--- config.mk ---
export PLATFORM = sky130hd
export DESIGN_NAME = short_i2c_master
export DESIGN_NICKNAME = d
export VERILOG_FILES = /design/src/rtl/short_i2c_pkg.sv /design/src/rtl/short_i2c_phy.sv /design/src/rtl/short_i2c_seq.sv /design/src/rtl/short_i2c_regs.sv /design/src/rtl/short_i2c_master.sv
export SDC_FILE = /design/constraint.sdc
export NUM_CORES = 1
export LEC_CHECK = 0
export BUFFER_PORTS_ARGS = -buffer_cell sky130_fd_sc_hd__buf_4
export CORE_UTILIZATION = 40
export DETAILED_ROUTE_END_ITERATION = 12
export SLEW_MARGIN = 20
export SYNTH_ARGS = -nofsm -noshare
export SYNTH_HDL_FRONTEND = slang
export SYNTH_HIERARCHICAL = 1
export SYNTH_SLANG_ARGS = --single-unit
--- constraint.sdc ---
create_clock -name clk -period 2.1 [get_ports clk]
set_input_delay 0.21 -clock clk [delete_from_list [all_inputs] [get_ports clk]]
set_output_delay 0.21 -clock clk [all_outputs]
set_load 0.05 [all_outputs]
--- src/rtl/short_i2c_pkg.sv ---
package short_i2c_pkg;
  localparam int MAX_BYTES = 4;
  localparam int IDX_W     = $clog2(MAX_BYTES);

  localparam logic [2:0] SEL_SLAVE = 3'd4;
  localparam logic [2:0] SEL_CTRL  = 3'd5;

  localparam logic [7:0] BUSY_BASE = 8'h40;
  localparam logic [7:0] NACK_BASE = 8'h94;

  typedef logic [MAX_BYTES-1:0][7:0] data_vec_t;

  typedef enum logic [1:0] {
    PHY_START = 2'd0,
    PHY_STOP  = 2'd1,
    PHY_BIT   = 2'd2
  } phy_cmd_e;
endpackage

--- src/rtl/short_i2c_phy.sv ---
module short_i2c_phy
  import short_i2c_pkg::*;
#(
  parameter int unsigned QUARTER_CLKS = 63
) (
  input  logic     clk,
  input  logic     rst,
  input  logic     cmd_valid,
  input  phy_cmd_e cmd,
  input  logic     tx_bit,
  input  logic     sda_in,
  output logic     cmd_done,
  output logic     rx_bit,
  output logic     scl_out,
  output logic     sda_oe
);
  localparam int unsigned CNT_W = (QUARTER_CLKS > 1) ? $clog2(QUARTER_CLKS) : 1;
  localparam logic [CNT_W-1:0] CNT_LAST = CNT_W'(QUARTER_CLKS - 1);

  logic             busy_q;
  phy_cmd_e         cmd_q;
  logic             tx_q;
  logic [1:0]       phase_q;
  logic [CNT_W-1:0] cnt_q;
  logic             scl_q, sda_oe_q, done_q, rx_q;
  logic             tick;

  assign tick = busy_q && (cnt_q == CNT_LAST);

  always_ff @(posedge clk) begin
    if (rst) begin
      busy_q   <= 1'b0;
      cmd_q    <= PHY_BIT;
      tx_q     <= 1'b1;
      phase_q  <= '0;
      cnt_q    <= '0;
      scl_q    <= 1'b1;
      sda_oe_q <= 1'b0;
      done_q   <= 1'b0;
      rx_q     <= 1'b1;
    end else begin
      done_q <= 1'b0;
      if (!busy_q) begin
        if (cmd_valid) begin
          busy_q  <= 1'b1;
          cmd_q   <= cmd;
          tx_q    <= tx_bit;
          phase_q <= '0;
          cnt_q   <= '0;
        end
      end else if (tick) begin
        cnt_q   <= '0;
        phase_q <= phase_q + 2'd1;
        if (phase_q == 2'd3) begin
          busy_q <= 1'b0;
          done_q <= 1'b1;
        end
        unique case (cmd_q)
          PHY_START: begin
            case (phase_q)
              2'd0: begin scl_q <= 1'b1; sda_oe_q <= 1'b0; end
              2'd1: sda_oe_q <= 1'b1;
              2'd3: scl_q <= 1'b0;
              default: ;
            endcase
          end
          PHY_STOP: begin
            case (phase_q)
              2'd0: begin scl_q <= 1'b0; sda_oe_q <= 1'b1; end
              2'd1: scl_q <= 1'b1;
              2'd3: sda_oe_q <= 1'b0;
              default: ;
            endcase
          end
          default: begin
            case (phase_q)
              2'd0: begin scl_q <= 1'b0; sda_oe_q <= !tx_q; end
              2'd1: scl_q <= 1'b1;
              2'd2: rx_q <= sda_in;
              default: scl_q <= 1'b0;
            endcase
          end
        endcase
      end else begin
        cnt_q <= cnt_q + 1'b1;
      end
    end
  end

  assign cmd_done = done_q;
  assign rx_bit   = rx_q;
  assign scl_out  = scl_q;
  assign sda_oe   = sda_oe_q;

  // data may only move while the clock line is low inside a bit slot
  assert_sda_in_bit_R9: assert property (@(posedge clk) disable iff (rst)
    (busy_q && cmd_q == PHY_BIT && scl_q && $past(scl_q)) |-> $stable(sda_oe_q));

  // the byte sequencer never issues a new bus step over a running one
  assert_phy_free_R9: assert property (@(posedge clk) disable iff (rst)
    cmd_valid |-> !busy_q);
endmodule

--- src/rtl/short_i2c_seq.sv ---
module short_i2c_seq
  import short_i2c_pkg::*;
(
  input  logic             clk,
  input  logic             rst,
  input  logic             go,
  input  logic             go_read,
  input  logic [IDX_W-1:0] go_last,
  input  logic [7:0]       slave_byte,
  input  data_vec_t        data_vec,
  input  logic             phy_done,
  input  logic             phy_rx,
  output logic             phy_valid,
  output phy_cmd_e         phy_cmd,
  output logic             phy_tx,
  output logic             busy,
  output logic             done,
  output logic             done_nack,
  output logic             rx_we,
  output logic [IDX_W-1:0] rx_idx,
  output logic [7:0]       rx_byte
);
  typedef enum logic [2:0] {SQ_IDLE, SQ_START, SQ_SHIFT, SQ_ACK, SQ_STOP} sq_state_e;

  localparam logic [IDX_W-1:0] TOP_IDX = IDX_W'(MAX_BYTES - 1);

  sq_state_e        state_q;
  logic             issued_q;
  logic [7:0]       sh_q;
  logic [2:0]       bit_q;
  logic             is_addr_q, rd_q, nack_q;
  logic [IDX_W-1:0] last_q, dcnt_q;
  logic             rx_phase;
  logic [IDX_W-1:0] nxt_cnt;
  logic [7:0]       nxt_byte;

  assign rx_phase = rd_q && !is_addr_q;
  assign nxt_cnt  = is_addr_q ? '0 : dcnt_q + 1'b1;
  assign nxt_byte = data_vec[TOP_IDX - nxt_cnt];

  assign busy      = (state_q != SQ_IDLE);
  assign phy_valid = busy && !issued_q;

  always_comb begin
    phy_cmd = PHY_BIT;
    phy_tx  = 1'b1;
    case (state_q)
      SQ_START: phy_cmd = PHY_START;
      SQ_STOP:  phy_cmd = PHY_STOP;
      SQ_SHIFT: phy_tx  = rx_phase ? 1'b1 : sh_q[7];
      SQ_ACK:   phy_tx  = rx_phase ? (dcnt_q == last_q) : 1'b1;
      default: ;
    endcase
  end

  assign done      = (state_q == SQ_STOP) && phy_done;
  assign done_nack = nack_q;
  assign rx_we     = (state_q == SQ_ACK) && phy_done && rx_phase;
  assign rx_idx    = TOP_IDX - dcnt_q;
  assign rx_byte   = sh_q;

  always_ff @(posedge clk) begin
    if (rst) begin
      state_q   <= SQ_IDLE;
      issued_q  <= 1'b0;
      sh_q      <= '0;
      bit_q     <= '0;
      is_addr_q <= 1'b0;
      rd_q      <= 1'b0;
      nack_q    <= 1'b0;
      last_q    <= '0;
      dcnt_q    <= '0;
    end else begin
      if (phy_done)       issued_q <= 1'b0;
      else if (phy_valid) issued_q <= 1'b1;

      case (state_q)
        SQ_IDLE: if (go) begin
          state_q <= SQ_START;
          rd_q    <= go_read;
          last_q  <= go_last;
          dcnt_q  <= '0;
          nack_q  <= 1'b0;
        end
        SQ_START: if (phy_done) begin
          sh_q      <= {slave_byte[7:1], rd_q};
          is_addr_q <= 1'b1;
          bit_q     <= 3'd7;
          state_q   <= SQ_SHIFT;
        end
        SQ_SHIFT: if (phy_done) begin
          sh_q <= {sh_q[6:0], phy_rx};
          if (bit_q == 3'd0) state_q <= SQ_ACK;
          else               bit_q   <= bit_q - 3'd1;
        end
        SQ_ACK: if (phy_done) begin
          bit_q <= 3'd7;
          if (rx_phase) begin
            dcnt_q <= dcnt_q + 1'b1;
            state_q <= (dcnt_q == last_q) ? SQ_STOP : SQ_SHIFT;
          end else if (phy_rx) begin
            nack_q  <= 1'b1;
            state_q <= SQ_STOP;
          end else if (is_addr_q) begin
            is_addr_q <= 1'b0;
            state_q   <= SQ_SHIFT;
            if (!rd_q) sh_q <= nxt_byte;
          end else if (dcnt_q == last_q) begin
            state_q <= SQ_STOP;
          end else begin
            dcnt_q  <= nxt_cnt;
            sh_q    <= nxt_byte;
            state_q <= SQ_SHIFT;
          end
        end
        SQ_STOP: if (phy_done) state_q <= SQ_IDLE;
        default: state_q <= SQ_IDLE;
      endcase
    end
  end
endmodule

--- src/rtl/short_i2c_regs.sv ---
module short_i2c_regs
  import short_i2c_pkg::*;
(
  input  logic             clk,
  input  logic             rst,
  input  logic             wr_en,
  input  logic [2:0]       wr_sel,
  input  logic [7:0]       wr_data,
  input  logic [2:0]       rd_sel,
  output logic [7:0]       rd_data,
  output logic             go,
  output logic             go_read,
  output logic [IDX_W-1:0] go_last,
  output logic [7:0]       slave_byte,
  output data_vec_t        data_vec,
  input  logic             eng_busy,
  input  logic             done,
  input  logic             done_nack,
  input  logic             rx_we,
  input  logic [IDX_W-1:0] rx_idx,
  input  logic [7:0]       rx_byte
);
  logic [7:0] data_q [MAX_BYTES];
  logic [7:0] slave_q, status_q, code_q, rd_q;
  logic       go_q, status_busy, host_ok, legal, start_req;

  assign status_busy = (status_q[7:6] == 2'b01);
  assign host_ok     = wr_en && !status_busy;
  assign legal       = (wr_data[7:3] == 5'b10000);
  assign start_req   = host_ok && (wr_sel == SEL_CTRL) && legal;

  always_ff @(posedge clk) begin
    if (rx_we)
      data_q[rx_idx] <= rx_byte;
    else if (host_ok && !wr_sel[2])
      data_q[wr_sel[IDX_W-1:0]] <= wr_data;
  end

  always_ff @(posedge clk) begin
    if (rst) begin
      slave_q  <= '0;
      status_q <= '0;
      code_q   <= '0;
      go_q     <= 1'b0;
      rd_q     <= '0;
    end else begin
      go_q <= start_req;
      if (host_ok && wr_sel == SEL_SLAVE) slave_q <= wr_data;
      if (done) begin
        status_q <= done_nack ? (NACK_BASE + {6'd0, code_q[1:0]}) : code_q;
      end else if (start_req) begin
        status_q <= BUSY_BASE | {5'd0, wr_data[2:0]};
        code_q   <= wr_data;
      end
      case (rd_sel)
        3'd0, 3'd1, 3'd2, 3'd3: rd_q <= data_q[rd_sel[IDX_W-1:0]];
        SEL_SLAVE:              rd_q <= slave_q;
        SEL_CTRL:               rd_q <= status_q;
        default:                rd_q <= '0;
      endcase
    end
  end

  for (genvar gi = 0; gi < MAX_BYTES; gi++) begin : g_vec
    assign data_vec[gi] = data_q[gi];
  end

  assign rd_data    = rd_q;
  assign go         = go_q;
  assign go_read    = code_q[2];
  assign go_last    = code_q[IDX_W-1:0];
  assign slave_byte = slave_q;

  // the engine only runs while status carries the busy form
  assert_busy_status_R4: assert property (@(posedge clk) disable iff (rst)
    eng_busy |-> status_busy);

  // host writes during a transfer leave the status untouched
  assert_locked_status_R10: assert property (@(posedge clk) disable iff (rst)
    (wr_en && status_busy && !done) |=> $stable(status_q));
endmodule

--- src/rtl/short_i2c_master.sv ---
module short_i2c_master
  import short_i2c_pkg::*;
#(
  parameter int unsigned QUARTER_CLKS = 63
) (
  input  logic       clk,
  input  logic       rst,
  input  logic       host_wr_en,
  input  logic [2:0] host_wr_sel,
  input  logic [7:0] host_wr_data,
  input  logic [2:0] host_rd_sel,
  output logic [7:0] host_rd_data,
  output logic       scl_out,
  output logic       sda_oe,
  input  logic       sda_in
);
  logic             go, go_read;
  logic [IDX_W-1:0] go_last, rx_idx;
  logic [7:0]       slave_byte, rx_byte;
  data_vec_t        data_vec;
  logic             seq_busy, done, done_nack, rx_we;
  logic             phy_valid, phy_tx, phy_done, phy_rx;
  phy_cmd_e         phy_cmd;

  short_i2c_regs u_regs (
    .clk(clk), .rst(rst),
    .wr_en(host_wr_en), .wr_sel(host_wr_sel), .wr_data(host_wr_data),
    .rd_sel(host_rd_sel), .rd_data(host_rd_data),
    .go(go), .go_read(go_read), .go_last(go_last),
    .slave_byte(slave_byte), .data_vec(data_vec),
    .eng_busy(seq_busy), .done(done), .done_nack(done_nack),
    .rx_we(rx_we), .rx_idx(rx_idx), .rx_byte(rx_byte)
  );

  short_i2c_seq u_seq (
    .clk(clk), .rst(rst),
    .go(go), .go_read(go_read), .go_last(go_last),
    .slave_byte(slave_byte), .data_vec(data_vec),
    .phy_done(phy_done), .phy_rx(phy_rx),
    .phy_valid(phy_valid), .phy_cmd(phy_cmd), .phy_tx(phy_tx),
    .busy(seq_busy), .done(done), .done_nack(done_nack),
    .rx_we(rx_we), .rx_idx(rx_idx), .rx_byte(rx_byte)
  );

  short_i2c_phy #(.QUARTER_CLKS(QUARTER_CLKS)) u_phy (
    .clk(clk), .rst(rst),
    .cmd_valid(phy_valid), .cmd(phy_cmd), .tx_bit(phy_tx),
    .sda_in(sda_in), .cmd_done(phy_done), .rx_bit(phy_rx),
    .scl_out(scl_out), .sda_oe(sda_oe)
  );

  // with the sequencer idle the bus lines rest released
  assert_idle_bus_R12: assert property (@(posedge clk) disable iff (rst)
    !seq_busy |-> (scl_out && !sda_oe));
endmodule

==> flow_summary_export.csv, run 1 <==
group,metric,value,unit
outcome,status,"completed",
finish,layout.nets,593,
logic_synthesis,synth_edf_count,32,
finish,insertedDiodeCount,0,
cts,ctsHoldBuffers,0,
worst_setup_path,setup.worst_path.start,"u_seq/is_addr_q",
sta,finalHoldViolCount,0,
logic_synthesis,yosys_most_used_dff,"dfxtp_1",
power,total_leakage_power,0.00217,uW
global_routing,grt_usage,20.4,%
worst_setup_path,worstSetupEndpointType,"flop",
sta,worst_slew_pin_slew,0.685,ns
min_path,hold_path_end,"u_regs/slave_byte[6]",
worst_setup_path,cp.required,2.16,ns
cts,cts_resized,0,
worst_setup_path,cp_max_fo,11,
sta,clock_skew,0.00644,ns
finish,fillers,1187,
die,die_area,0.0138,mm2
worst_setup_path,worstPathArrival,1.93,ns
sta,clock.fmax,535,MHz
cts,tritoncts,"yes",
logic_synthesis,postSynthCellCount,538,
logic_synthesis,syn_nets,565,
min_path,min_path_cells,3,
detailed_routing,viasPerCell,5.76,
cts,clockBufferDepth,2,
global_routing,grt_max_degree,59,
logic_synthesis,synthArstFlopShare,0,%
logic_synthesis,synth_compound_area_share,20.0,%
die,core-area,0.0128,mm2
sta,setup_violations,0,
place,placed_cells,727,
finish,area_growth,13.2,%
finish,instances_no_fill,743,
sta,rsz0062_at_grt,"no",
logic_synthesis,synth_xor_area_share,0.985,%
flow_run,max_cap_violations,0,
global_routing,antenna_found_initial,0,
cts,clkTransAtPathRegs,0.07,ns
sta,finalMaxSlewViolations,0,
sta,fin_ws,0.230,ns
detailed_routing,drc,0,
detailed_routing,wire_per_inst,18.5,um
cts,cts_buffers,9,
die,die_h,118,um
global_routing,grt.overflow.total,0,
power,irDropWorstVdd,0.000461,V
cts,clock_latency,0.35,ns
logic_synthesis,synthMuxAreaShare,7.52,%
worst_setup_path,startpoint_type,"flop",
finish,layout-drive-gt1-share,20.3,%
cts,htree_levels,3,
die,die_w,118,um
detailed_routing,routed_wl,13.8,mm
logic_synthesis,yosys.area_share.simple,18.1,%
die,num_rows,41,
worst_setup_path,reg2reg_depth,7,
logic_synthesis,synth_seq_area_share,44.6,%
logic_synthesis,synth_top_family_by_area,"compound AO/OA/AOI/OAI gates",
place,dpl_worst_slack,0.271,ns
place,place_area,0.00576,mm2
cts,postCtsSetupBuffers,0,
logic_synthesis,synth.most_common_cell,"dfxtp_1",
global_routing,grt_pass1_wl,21.7,mm
min_path,min_from,"host_wr_data[6]",
detailed_routing,drt_pass1_iterations,5,
cts,cts.sinks,103,
min_path,hp-class,"in2reg",
place,numPortBuffers,27,
detailed_routing,via_count,4278,
finish,stdcell_area,0.00604,mm2
logic_synthesis,synth_top_area_share,26.6,%
global_routing,grt_pass1_vias,4182,
logic_synthesis,synthTopCellsByArea,"dfxtp_1 (27%), edfxtp_1 (18%), a21oi_1 (4.5%)",
die,pin_count,28,
detailed_routing,ant_nets,0,
sta,relSlewSlack,54.3,%
logic_synthesis,avgSynthCellArea,9.92,um2
logic_synthesis,synth-adder-area-share,2.11,%
die,initial_core_util,41.6,%
detailed_routing,drtIter0Drc,300,
logic_synthesis,synth_common_cells,"dfxtp_1 (71), a21oi_1 (48), inv_1 (38)",
worst_setup_path,rrSetupSlack,0.23,ns
sta,fin_crit,1.87,ns
worst_setup_path,rr_startpoint,"u_seq/is_addr_q",
sta,post-route-period-util,89.1,%
place,gp_congestion,0.823,
logic_synthesis,ys_seq_elements,103,
worst_setup_path,worstSetupPathType,"reg2reg",
logic_synthesis,yosysWarnings,6,
logic_synthesis,synth.lib_cells_used.distinct,74,
logic_synthesis,synth_area,0.00534,mm2
logic_synthesis,yosysTopAreaCell,"dfxtp_1",
power,powerDensity,681,mW/mm2
place,place_hpwl,9.72,mm
cts,clock-root-buffer,"clkbuf_16",
worst_setup_path,r2r-end,"u_regs/data_q[3][3]",
-- worst max path at each step --
stage	cells after the start	end	slack [ns]
after detailed placement	7	u_regs/data_q[3][7]	0.27
after floorplan	7	u_regs/data_q[0][0]	-0.11
final	7	u_regs/data_q[3][3]	0.23
after CTS	7	u_regs/data_q[3][0]	0.26
after global routing	7	u_regs/data_q[0][0]	0.10
after global placement	7	u_regs/data_q[2][7]	0.32
-- where the power goes --
part / internal [uW] / switching (uW)
Sequential: 2080 / 28.9
Clock: 916 / 740
Combinational: 137 / 212
Total: 3140 / 980
-- worst max-delay path, stage by stage (launching register included) --
cell,delay (ns)
dfxtp_1,0.32
nand2b_1,0.20
nor2_1,0.10
nor2_1,0.09
nand3_1,0.10
buf_4,0.20
o32ai_1,0.34
buf_4,0.23
-- routing by layer --
layer  vias to the layer above  global-route usage (%)  share of wire, %
li1                       2054                       -                 -
met2                       131                    33.7                48
met4                         0                    11.4               3.8
met1                      2056                    25.3                43
met3                        37                    3.25               5.4
met5                         -                       0                 0
-- flip-flops by register name, summed over array words and instances (netlist names), 2 cells and up --
register           count
u_regs/code_q          8
u_phy/cnt_q            6
u_regs/status_q        8
u_seq/bit_q            3
u_regs/slave_byte      8
u_seq/dcnt_q           2
u_seq/rx_byte          8
u_regs/rd_data         8
u_seq/state_q          3
u_phy/phase_q          2
u_regs/data_q         32
u_seq/last_q           2
u_phy/cmd_q            2
-- final cells by class --
| type | instances | area (um2) | area share, % |
|---|---|---|---|
| multi-input combinational | 358 | 2610 | 43.1 |
| clock inverter | 5 | 48.8 | 0.807 |
| tap | 172 | 215 | 3.56 |
| inverter | 39 | 146 | 2.42 |
| sequential | 103 | 2380 | 39.4 |
| timing repair buffer | 55 | 413 | 6.83 |
| clock buffer | 11 | 233 | 3.85 |
-- logic make-up after synthesis --
| family | Yosys count |
|---|---|
| xor+xnor | 3 |
| flops | 103 |
| fa+ha+maj | 9 |
| compound gates | 152 |
| simple gates | 165 |
| mux | 29 |
| buf+inv | 77 |
-- cell usage in the layout (no fill, tap or decap), types with 4 or more instances in the layout --
cell / netlist / final
o22ai_1: 9 / 9
a311oi_2: 8 / 8
nor2b_1: 21 / 21
a31oi_1: 12 / 12
dfxtp_1: 71 / 71
nand3b_1: 5 / 5
clkbuf_16: 0 / 9
buf_4: 6 / 55
mux2_2: 9 / 9
nor3_1: 18 / 18
mux4_2: 8 / 8
a21oi_1: 48 / 48
o21a_1: 4 / 4
edfxtp_1: 32 / 32
o21ai_0: 23 / 23
o2111ai_1: 9 / 9
mux2i_1: 12 / 12
nand3_1: 12 / 12
or4_1: 8 / 8
ha_1: 9 / 9
o32ai_1: 7 / 7
a211oi_1: 4 / 4
o221a_2: 4 / 4
nor2_1: 28 / 28
inv_1: 38 / 38
or3_1: 5 / 5
nand2_1: 25 / 25
nand2b_1: 12 / 12
-- metrics by stage --
stage / power, uW / setup TNS, ns / hold slack [ns] / util [%]
4_1_cts: 4140 / 0 / 0.131 / 47.1
5_1_grt: 4260 / 0 / 0.131 / 47.1
3_5_place_dp: 2510 / 0 / 0.439 / 44.9
3_3_place_gp: 2500 / 0 / 0.441 / 44.9
6_report: 4120 / 0 / 0.138 / 47.1
2_1_floorplan: 2380 / -3.53 / 0.346 / -
No activity file was read; power rests on OpenSTA's default activity.
==> inputs of run 2 (changes only) <==
--- a/config.mk
+++ b/config.mk
@@ -5,7 +5,7 @@
 export SDC_FILE = /design/constraint.sdc
 export NUM_CORES = 1
 export LEC_CHECK = 0
-export BUFFER_PORTS_ARGS = -buffer_cell sky130_fd_sc_hd__buf_4
+export BUFFER_PORTS_ARGS = -buffer_cell sky130_fd_sc_hd__buf_2
 export CORE_UTILIZATION = 40
 export DETAILED_ROUTE_END_ITERATION = 12
 export SLEW_MARGIN = 20
==> constraint.sdc (replaced) <==
create_clock -name clk -period 1.95 [get_ports clk]
set_input_delay 0.195 -clock clk [delete_from_list [all_inputs] [get_ports clk]]
set_output_delay 0.195 -clock clk [all_outputs]
set_load 0.05 [all_outputs]
==> flow_summary_export.csv, run 2 (synthesis gave the netlist of run 1 again) <==
group,metric,value,unit
outcome,status,"completed",
cts,cts_buffers,9,
sta,relSlewSlack,69.0,%
finish,final_common_cell,"dfxtp_1",
sta,fin_crit,1.81,ns
worst_setup_path,startpoint_type,"flop",
sta,finalMaxSlewViolations,0,
worst_setup_path,slowest_stage,"o32ai_1",
finish,instances_no_fill,754,
place,placed_cells,738,
sta,clock.fmax,553,MHz
die,die_w,118,um
die,core-area,0.0128,mm2
detailed_routing,wire_per_inst,17.9,um
die,num_rows,41,
worst_setup_path,cp_max_fo,7,
finish,layout.nets,604,
detailed_routing,routed_wl,13.5,mm
die,die_h,118,um
global_routing,grt_use_met3,3.00,%
finish,insertedDiodeCount,0,
cts,cts_resized,0,
die,die_area,0.0138,mm2
finish,top_register,"u_regs/data_q",
min_path,hp-class,"in2reg",
place,place_area,0.00580,mm2
cts,clock-root-buffer,"clkbuf_16",
flow_run,max_cap_violations,0,
global_routing,antenna_found_initial,0,
detailed_routing,drc,0,
worst_setup_path,worstSetupPathType,"reg2reg",
sta,fin_hold_ws,0.115,ns
global_routing,grt_busiest_layer,"met2",
cts,postCtsSetupBuffers,0,
cts,htree_levels,3,
detailed_routing,viasPerCell,5.75,
sta,worst_slew_pin_slew,0.458,ns
power,power.total,4300,uW
sta,rsz0062_at_grt,"yes",
sta,finalHoldViolCount,0,
cts,clockBufferDepth,2,
worst_setup_path,cp_common_cell,"nor2_1",
die,pin_count,28,
worst_setup_path,worstPathArrival,1.87,ns
sta,post-route-period-util,92.7,%
place,gp_congestion,0.829,
worst_setup_path,cp.required,2.01,ns
sta,setup_violations,0,
global_routing,grt_util_met1,25.6,%
global_routing,grt.overflow.total,0,
cts,tritoncts,"yes",
finish,area_growth,13.7,%
sta,clock_skew,0.00853,ns
global_routing,grt_use_met2,33.1,%
global_routing,grt_pass1_vias,4304,
detailed_routing,drtIter0Drc,243,
finish,stdcell_area,0.00607,mm2
cts,clock_latency,0.35,ns
worst_setup_path,cp_slowest_stage_delay,0.42,ns
global_routing,grt_usage,20.4,%
global_routing,grt_max_degree,31,
finish,layout-drive-gt1-share,21.8,%
power,total_leakage_power,0.00220,uW
cts,cts.sinks,103,
global_routing,grt_pass1_wl,21.9,mm
power,powerDensity,709,mW/mm2
power,irDropWorstVdd,0.000381,V
die,initial_core_util,41.6,%
worst_setup_path,crit_buf_inv,1,
place,place_hpwl,9.97,mm
worst_setup_path,critical-path-top-delay-family,"simple AND/OR/NAND/NOR gates",
finish,most-common-layout-cells,"dfxtp_1 (71), a21oi_1 (48), inv_1 (38), buf_4 (37), edfxtp_1 (32)",
cts,clkTransAtPathRegs,0.07,ns
finish,largest_reg_flops,32,
detailed_routing,ant_nets,0,
detailed_routing,via_count,4337,
worst_setup_path,cp_cell_sequence,"nand4b_2, nor2_1, nor2_1, nand3_1, o32ai_1, buf_4",
place,numPortBuffers,27,
detailed_routing,drt_pass1_iterations,6,
worst_setup_path,worstSetupEndpointType,"flop",
run 2: cell types whose count changed in the layout (fill, tap and decap cells not counted), sizes merged:
cell	delta
buf	+11
clkinv	-2
bufinv	-1
clkbuf	+1
clkinvlp	+1
inv	+1
run 2: final timing paths:
check / endpoint / slack [ns] / cells after the start / startpoint
setup / recovery: u_regs/data_q[3][3] / 0.14 / 6 / u_seq/state_q[2]
hold / removal: u_phy/rx_bit / 0.12 / 3 / sda_in
setup reg to reg: u_regs/data_q[3][3] / 0.14 / 6 / u_seq/state_q[2]
hold reg to reg: u_regs/code_q[3] / 0.46 / 2 / u_regs/code_q[3]
run 2: repair_timing:
| item | in CTS | in global routing |
|---|---|---|
| hold buffers | 0 | 0 |
| setup endpoints to repair | 0 | 20 |
| hold endpoints to repair | 0 | 0 |
run 2: where the power goes:
| part | internal, uW | switching, uW |
|---|---|---|
| Sequential | 2250 | 30.4 |
| Clock | 872 | 776 |
| Combinational | 149 | 231 |
run 2: final cells by class:
| cell class | instances | area [um2] |
|---|---|---|
| Timing Repair Buffer | 66 | 453 |
| Clock buffer | 12 | 236 |
| Sequential cell | 103 | 2380 |
| Tap cell | 172 | 215 |
| Fill cell | 1190 | 6760 |
| Inverter | 39 | 146 |
| Clock inverter | 4 | 30.0 |
| Multi-Input combinational cell | 358 | 2610 |
run 2: per-layer routing:
metal,vias up,part of all wire [%]
met5,-,0
met4,0,3.9
met3,37,4.1
met2,106,48
met1,2114,44
li1,2080,-
run 2: through the flow:
stage	setup WS, ns	util, %	setup TNS, ns
2_1_floorplan	-0.260	-	-8.33
3_3_place_gp	0.198	45.2	0
3_5_place_dp	0.136	45.2	0
4_1_cts	0.133	47.3	0
5_1_grt	-0.0210	47.3	-0.226
6_report	0.142	47.3	0
run 2: worst register-to-register path: stages, from the launching register on:
cell	delay, ns
dfxtp_1	0.32
nand4b_2	0.13
nor2_1	0.07
nor2_1	0.08
nand3_1	0.27
o32ai_1	0.42
buf_4	0.23
